## config.mk

```make
export PLATFORM = sky130hd
export DESIGN_NAME = spo_port_mux
export DESIGN_NICKNAME = d
export VERILOG_FILES = /design/src/rtl/spo_pkg.sv /design/src/rtl/spo_regs.sv /design/src/rtl/spo_clkdiv.sv /design/src/rtl/spo_gate.sv /design/src/rtl/spo_port_mux.sv
export SDC_FILE = /design/constraint.sdc
export NUM_CORES = 1
export LEC_CHECK = 0
export BUFFER_PORTS_ARGS = -buffer_cell sky130_fd_sc_hd__buf_2
export CAP_MARGIN = 0
export CORE_AREA = 2 2 39 41
export DETAILED_ROUTE_END_ITERATION = 6
export DIE_AREA = 0 0 41 43
export PLACE_DENSITY = 0.79
export SLEW_MARGIN = 15
export SYNTH_ARGS = -nofsm -noshare
export SYNTH_HDL_FRONTEND = slang
export SYNTH_HIERARCHICAL = 1
export SYNTH_SLANG_ARGS = --single-unit
```

## constraint.sdc

```tcl
create_clock -name clk_i -period 2.4 [get_ports clk_i]
set_input_delay 0.12 -clock clk_i [delete_from_list [all_inputs] [get_ports clk_i]]
set_output_delay 0.12 -clock clk_i [all_outputs]
set_load 0.01 [all_outputs]
```

## src/rtl/spo_pkg.sv

```systemverilog
package spo_pkg;
  typedef enum logic       {A_DC, A_BUZ}                    pin_a_mode_e;
  typedef enum logic [1:0] {B_DC, B_BUZN, B_CLK}            pin_b_mode_e;
  typedef enum logic       {C_DC, C_CLKN}                   pin_c_mode_e;
  typedef enum logic       {D_TCLK, D_SRDY}                 pin_d_mode_e;
  typedef enum logic [1:0] {CS_FAST, CS_SLOW, CS_SLOW_DIV}  clk_sel_e;
endpackage

```

## src/rtl/spo_regs.sv

```systemverilog
module spo_regs #(
  parameter int NP = 4,
  parameter int AW = 3
) (
  input  logic          clk_i,
  input  logic          rst_ni,
  input  logic          we_i,
  input  logic [AW-1:0] addr_i,
  input  logic          wdata_i,
  output logic          rdata_o,
  output logic [NP-1:0] lat_o,
  output logic          ctl_o,
  output logic [NP-1:0] seen_o
);
  localparam int CTL_ADDR = NP;

  logic [NP-1:0] lat_q, seen_q;
  logic          ctl_q;

  always_ff @(posedge clk_i or negedge rst_ni) begin
    if (!rst_ni) begin
      lat_q  <= '0;
      seen_q <= '0;
      ctl_q  <= 1'b0;
    end else if (we_i) begin
      for (int i = 0; i < NP; i++) begin
        if (addr_i == AW'(i)) begin
          lat_q[i]  <= wdata_i;
          seen_q[i] <= 1'b1;
        end
      end
      if (addr_i == AW'(CTL_ADDR)) ctl_q <= wdata_i;
    end
  end

  always_comb begin
    rdata_o = 1'b0;
    for (int i = 0; i < NP; i++)
      if (addr_i == AW'(i)) rdata_o = lat_q[i];
    if (addr_i == AW'(CTL_ADDR)) rdata_o = ctl_q;
  end

  assign lat_o  = lat_q;
  assign ctl_o  = ctl_q;
  assign seen_o = seen_q;

  AST_READBACK: assert property (@(posedge clk_i) disable iff (!rst_ni)
    ($past(we_i) && $past(addr_i) <= AW'(CTL_ADDR) && addr_i == $past(addr_i))
      |-> rdata_o == $past(wdata_i));
  AST_OE_STICKY: assert property (@(posedge clk_i) disable iff (!rst_ni)
    (seen_q & $past(seen_q)) == $past(seen_q));
  AST_OE_RISE_ON_WRITE: assert property (@(posedge clk_i) disable iff (!rst_ni)
    (seen_q != $past(seen_q)) |-> $past(we_i));
endmodule

```

## src/rtl/spo_clkdiv.sv

```systemverilog
module spo_clkdiv #(
  parameter int DIV_W = 2
) (
  input  logic clk_i,
  input  logic rst_ni,
  input  logic slow_i,
  output logic div_o
);
  logic             slow_q;
  logic [DIV_W-1:0] cnt_q;
  logic             rise;

  assign rise = slow_i & ~slow_q;

  always_ff @(posedge clk_i or negedge rst_ni) begin
    if (!rst_ni) begin
      slow_q <= 1'b0;
      cnt_q  <= '0;
    end else begin
      slow_q <= slow_i;
      if (rise) cnt_q <= cnt_q + 1'b1;
    end
  end

  assign div_o = cnt_q[DIV_W-1];

  AST_DIV_ON_RISE: assert property (@(posedge clk_i) disable iff (!rst_ni)
    (div_o != $past(div_o)) |-> $past(rise));
endmodule

```

## src/rtl/spo_gate.sv

```systemverilog
module spo_gate (
  input  logic clk_i,
  input  logic rst_ni,
  input  logic src_i,
  input  logic en_i,
  output logic gated_o
);
  logic en_q;

  // enable only moves while the source is low: no truncated pulses
  always_ff @(posedge clk_i or negedge rst_ni) begin
    if (!rst_ni)     en_q <= 1'b0;
    else if (!src_i) en_q <= en_i;
  end

  assign gated_o = src_i & en_q;

  AST_GATE_SWITCH_LOW: assert property (@(posedge clk_i) disable iff (!rst_ni)
    (en_q != $past(en_q)) |-> !$past(src_i));
endmodule

```

## src/rtl/spo_port_mux.sv

```systemverilog
module spo_port_mux
  import spo_pkg::*;
#(
  parameter pin_a_mode_e A_MODE   = A_BUZ,
  parameter pin_b_mode_e B_MODE   = B_BUZN,
  parameter pin_c_mode_e C_MODE   = C_DC,
  parameter pin_d_mode_e D_MODE   = D_TCLK,
  parameter clk_sel_e    CLK_SEL  = CS_SLOW_DIV,
  parameter int          DIV_W    = 2,
  parameter logic [3:0]  TRI_MASK = 4'b0101
) (
  input  logic       clk_i,
  input  logic       rst_ni,
  input  logic       we_i,
  input  logic [2:0] addr_i,
  input  logic       wdata_i,
  output logic       rdata_o,
  input  logic       buzz_i,
  input  logic       fast_clk_i,
  input  logic       slow_clk_i,
  input  logic       tclk_i,
  input  logic       srdy_i,
  output logic [3:0] pin_o,
  output logic [3:0] oe_o,
  output logic       cfg_err_o
);
  localparam int NP = 4;
  localparam int AW = 3;

  localparam bit A_IS_BUZ  = (A_MODE == A_BUZ);
  localparam bit B_REQ_BZN = (B_MODE == B_BUZN);
  localparam bit B_BAD     = B_REQ_BZN && !A_IS_BUZ;
  localparam bit B_IS_BZN  = B_REQ_BZN && A_IS_BUZ;
  localparam bit B_IS_CLK  = (B_MODE == B_CLK);
  localparam bit C_REQ     = (C_MODE == C_CLKN);
  localparam bit C_BAD     = C_REQ && !B_IS_CLK;
  localparam bit C_IS_CLKN = C_REQ && B_IS_CLK;
  localparam bit D_IS_SRDY = (D_MODE == D_SRDY);

  logic [NP-1:0] lat, seen;
  logic          ctl;
  logic          div_clk, co_src;
  logic          bz_g, co_g, tc_g;
  logic [2:0]    src_vec;

  spo_regs #(.NP(NP), .AW(AW)) u_regs (
    .clk_i   (clk_i),
    .rst_ni  (rst_ni),
    .we_i    (we_i),
    .addr_i  (addr_i),
    .wdata_i (wdata_i),
    .rdata_o (rdata_o),
    .lat_o   (lat),
    .ctl_o   (ctl),
    .seen_o  (seen)
  );

  spo_clkdiv #(.DIV_W(DIV_W)) u_div (
    .clk_i  (clk_i),
    .rst_ni (rst_ni),
    .slow_i (slow_clk_i),
    .div_o  (div_clk)
  );

  assign src_vec = {div_clk, slow_clk_i, fast_clk_i};
  assign co_src  = src_vec[CLK_SEL];

  spo_gate u_bz_gate (
    .clk_i(clk_i), .rst_ni(rst_ni), .src_i(buzz_i), .en_i(lat[0]), .gated_o(bz_g)
  );
  spo_gate u_co_gate (
    .clk_i(clk_i), .rst_ni(rst_ni), .src_i(co_src), .en_i(lat[1]), .gated_o(co_g)
  );
  spo_gate u_tc_gate (
    .clk_i(clk_i), .rst_ni(rst_ni), .src_i(tclk_i), .en_i(lat[3]), .gated_o(tc_g)
  );

  always_comb begin
    pin_o[0] = A_IS_BUZ ? bz_g : lat[0];
    if (B_IS_BZN)      pin_o[1] = ~bz_g;
    else if (B_IS_CLK) pin_o[1] = co_g;
    else               pin_o[1] = lat[1];
    pin_o[2] = C_IS_CLKN ? ~co_g : lat[2];
    if (D_IS_SRDY)     pin_o[3] = srdy_i;
    else               pin_o[3] = ctl ? tc_g : lat[3];
  end

  for (genvar i = 0; i < NP; i++) begin : g_oe
    if (D_IS_SRDY && i == 3) begin : g_push
      assign oe_o[i] = 1'b1;
    end else if (TRI_MASK[i]) begin : g_tri
      assign oe_o[i] = seen[i];
    end else begin : g_two
      assign oe_o[i] = 1'b1;
    end
  end

  assign cfg_err_o = B_BAD | C_BAD;

  if (!D_IS_SRDY) begin : g_tclk_chk
    AST_TCLK_GATED_LOW: assert property (@(posedge clk_i) disable iff (!rst_ni)
      (ctl && $past(!lat[3]) && $past(!tclk_i)) |-> !pin_o[3]);
  end
  if (B_IS_BZN) begin : g_bz_chk
    AST_BZ_OFF_LEVELS: assert property (@(posedge clk_i) disable iff (!rst_ni)
      ($past(!lat[0]) && $past(!buzz_i)) |-> (!pin_o[0] && pin_o[1]));
  end
endmodule

```

==> out/results.ini <==
[status]
status = completed

[timing]
rsz0062_at_grt = false
fin_crit_ns = 1.645
maxSlewViolCount = 0
clock_skew_ns = 0.0001316
setup_viol = 0
hold_viol = 0
setup_tns_ns = 0
fmax_ghz = 0.6080
fin_crit_sh_pct = 68.53

[floorplan]
die_h_um = 43
core_area_um2 = 1384
dieArea_um2 = 1763
die_w_um = 41
io_pins = 22
start_util_pct = 35.53
num_rows = 14

[flow_run]
max_cap_violations = 0

[cells_and_area]
fillCellCount = 132
fin_nets = 66
drive_above_1_share_pct = 62.26
final_area_um2 = 596.8
antenna_cells = 0
syn_to_final_growth_pct = 21.37

[place]
io_buffers = 15
hpwl_um = 691.7
gp_congestion = 0.7044
dpl-instance-area_um2 = 560.5

[clock_network]
cts_resized = 0
cts_sinks = 9
clk_latency_ns = 0.27
path_clk_slew_ns = 0.06
clockRootBuffer = clkbuf_4
cts_made_buffers = 3
htree_levels = 1
tritoncts = built
clockBufferDepth = 2
cts_setup_buffers = 0

[worst_setup_path]
crit_path_max_incr_delay_ns = 0.46
critPathSlowestCell = mux4_2
required_ns = 2.28
worstSetupStartpointType = flop
critical_path_buf_inv_count = 1
crit_chain = mux4_2 > mux2_2 > buf_2
cp_data_arrival_time_ns = 1.52
critical_path_class = flop to output port
critical_path.top_delay_family = multiplexers
cp-end-kind = output port
path_max_fanout = 4

[drt]
wire_per_inst_um = 12.49
vias_per_cell = 4.739
ant_nets = 0
drt_iter0_markers = 2
drc_errors = 0
totalWireLength_um = 862
vias = 327
firstDrtPassIters = 3

[global_routing]
groute.usage.overall_pct = 12.49
grt_max_degree = 10
grt_antenna_before_repair = 0
grt-ovfl-total = 0
grt_first_pass_wirelength_mm = 1.324
grt_pass1_vias = 314

[power_and_ir_drop]
power_density_nw_per_um2 = 721.4
vdd_ir_drop_max_mv = 0.3468
p_leak_nw = 0.2736

[synthesis]
netlist_instances = 36
synth_area_um2 = 491.7
yosys_warnings = 6
synth_area_per_cell_um2 = 13.66

[min_path]
worst_hold_path_type = input pin to flop

==> timing repair <==
action / CTS / global route
hold buffers: 1 / 0
endpoints found under the setup margin: 0 / 0
endpoints found under the hold margin: 9 / 0
==> cell type report <==
| cell class | count | area [um2] | share of cell area [%] |
|---|---|---|---|
| Sequential cell | 9 | 225.2 | 37.74 |
| Timing Repair Buffer | 16 | 85.08 | 14.26 |
| Tap cell | 16 | 20.02 | 3.354 |
| Inverter | 1 | 3.754 | 0.6289 |
| Clock buffer | 4 | 26.28 | 4.403 |
| Multi-Input combinational cell | 23 | 236.5 | 39.62 |
==> where the power goes <==
group | leakage, nW | total [mW] | internal [mW] | switching, mW
sequential | 0.102 | 0.201 | 0.181 | 0.0199
combinational | 0.157 | 0.112 | 0.0697 | 0.0426
clock | 0.0150 | 0.117 | 0.0641 | 0.0529
==> path summary, 6_finish.rpt <==
path                            depth (start not counted)                         start  slack, ns                      endpoint
worst max register to register                          1      u_regs/ctl_o$_DFFE_PN0P_       1.60      u_regs/ctl_o$_DFFE_PN0P_
worst min-delay path                                    2                        buzz_i       0.13    u_bz_gate/en_q$_DFFE_PN0N_
min in group asynchronous                               2                        rst_ni       0.23  u_regs/seen_o[0]$_DFFE_PN0P_
worst max-delay path                                    3   u_regs/lat_o[3]$_DFFE_PN0P_       0.76                       rdata_o
worst min register to register                          1  u_regs/seen_o[2]$_DFFE_PN0P_       0.46  u_regs/seen_o[2]$_DFFE_PN0P_
max in group asynchronous                               2                        rst_ni       1.99  u_regs/seen_o[2]$_DFFE_PN0P_
==> through the flow <==
stage | hold WS [ns] | instances | total power [mW] | setup WS (ns) | utilization, %
2_1_floorplan | -0.1756 | 37 | 0.2793 | 1.139 | -
3_3_place_gp | -0.02227 | 64 | 0.3110 | 1.030 | 40.51
3_5_place_dp | -0.01740 | 64 | 0.3169 | 1.029 | 40.51
4_1_cts | 0.1234 | 69 | 0.4391 | 0.7375 | 43.13
5_1_grt | 0.1202 | 69 | 0.4575 | 0.6928 | 43.13
6_report | 0.1340 | 69 | 0.4306 | 0.7552 | 43.13
==> layer usage <==
metal	share of wire, %	vias up	track usage, %	routed length [um]
met1	36	153	11.00	314
met3	8.5	5	9.424	73
met2	52	12	19.69	451
li1	-	157	-	-
met4	2.7	0	6.000	23
met5	0	-	0	0
==> state kept, by name, indices dropped and copies added, names as in the netlist <==
name            cells
u_regs/ctl_o        1
u_bz_gate/en_q      1
u_tc_gate/en_q      1
u_regs/lat_o        4
u_regs/seen_o       2
==> layout by cell type (no fill, tap or decap), drive strengths merged <==
cell type    count
and2             2
and4bb           3
buf             15
clkbuf           4
conb             3
dfrtp            9
dlygate4sd3      1
inv              1
mux2             9
mux4             1
nand4b           1
nor3b            1
nor4b            1
or2              2
Note: power is estimated with default switching activity, not from simulation.
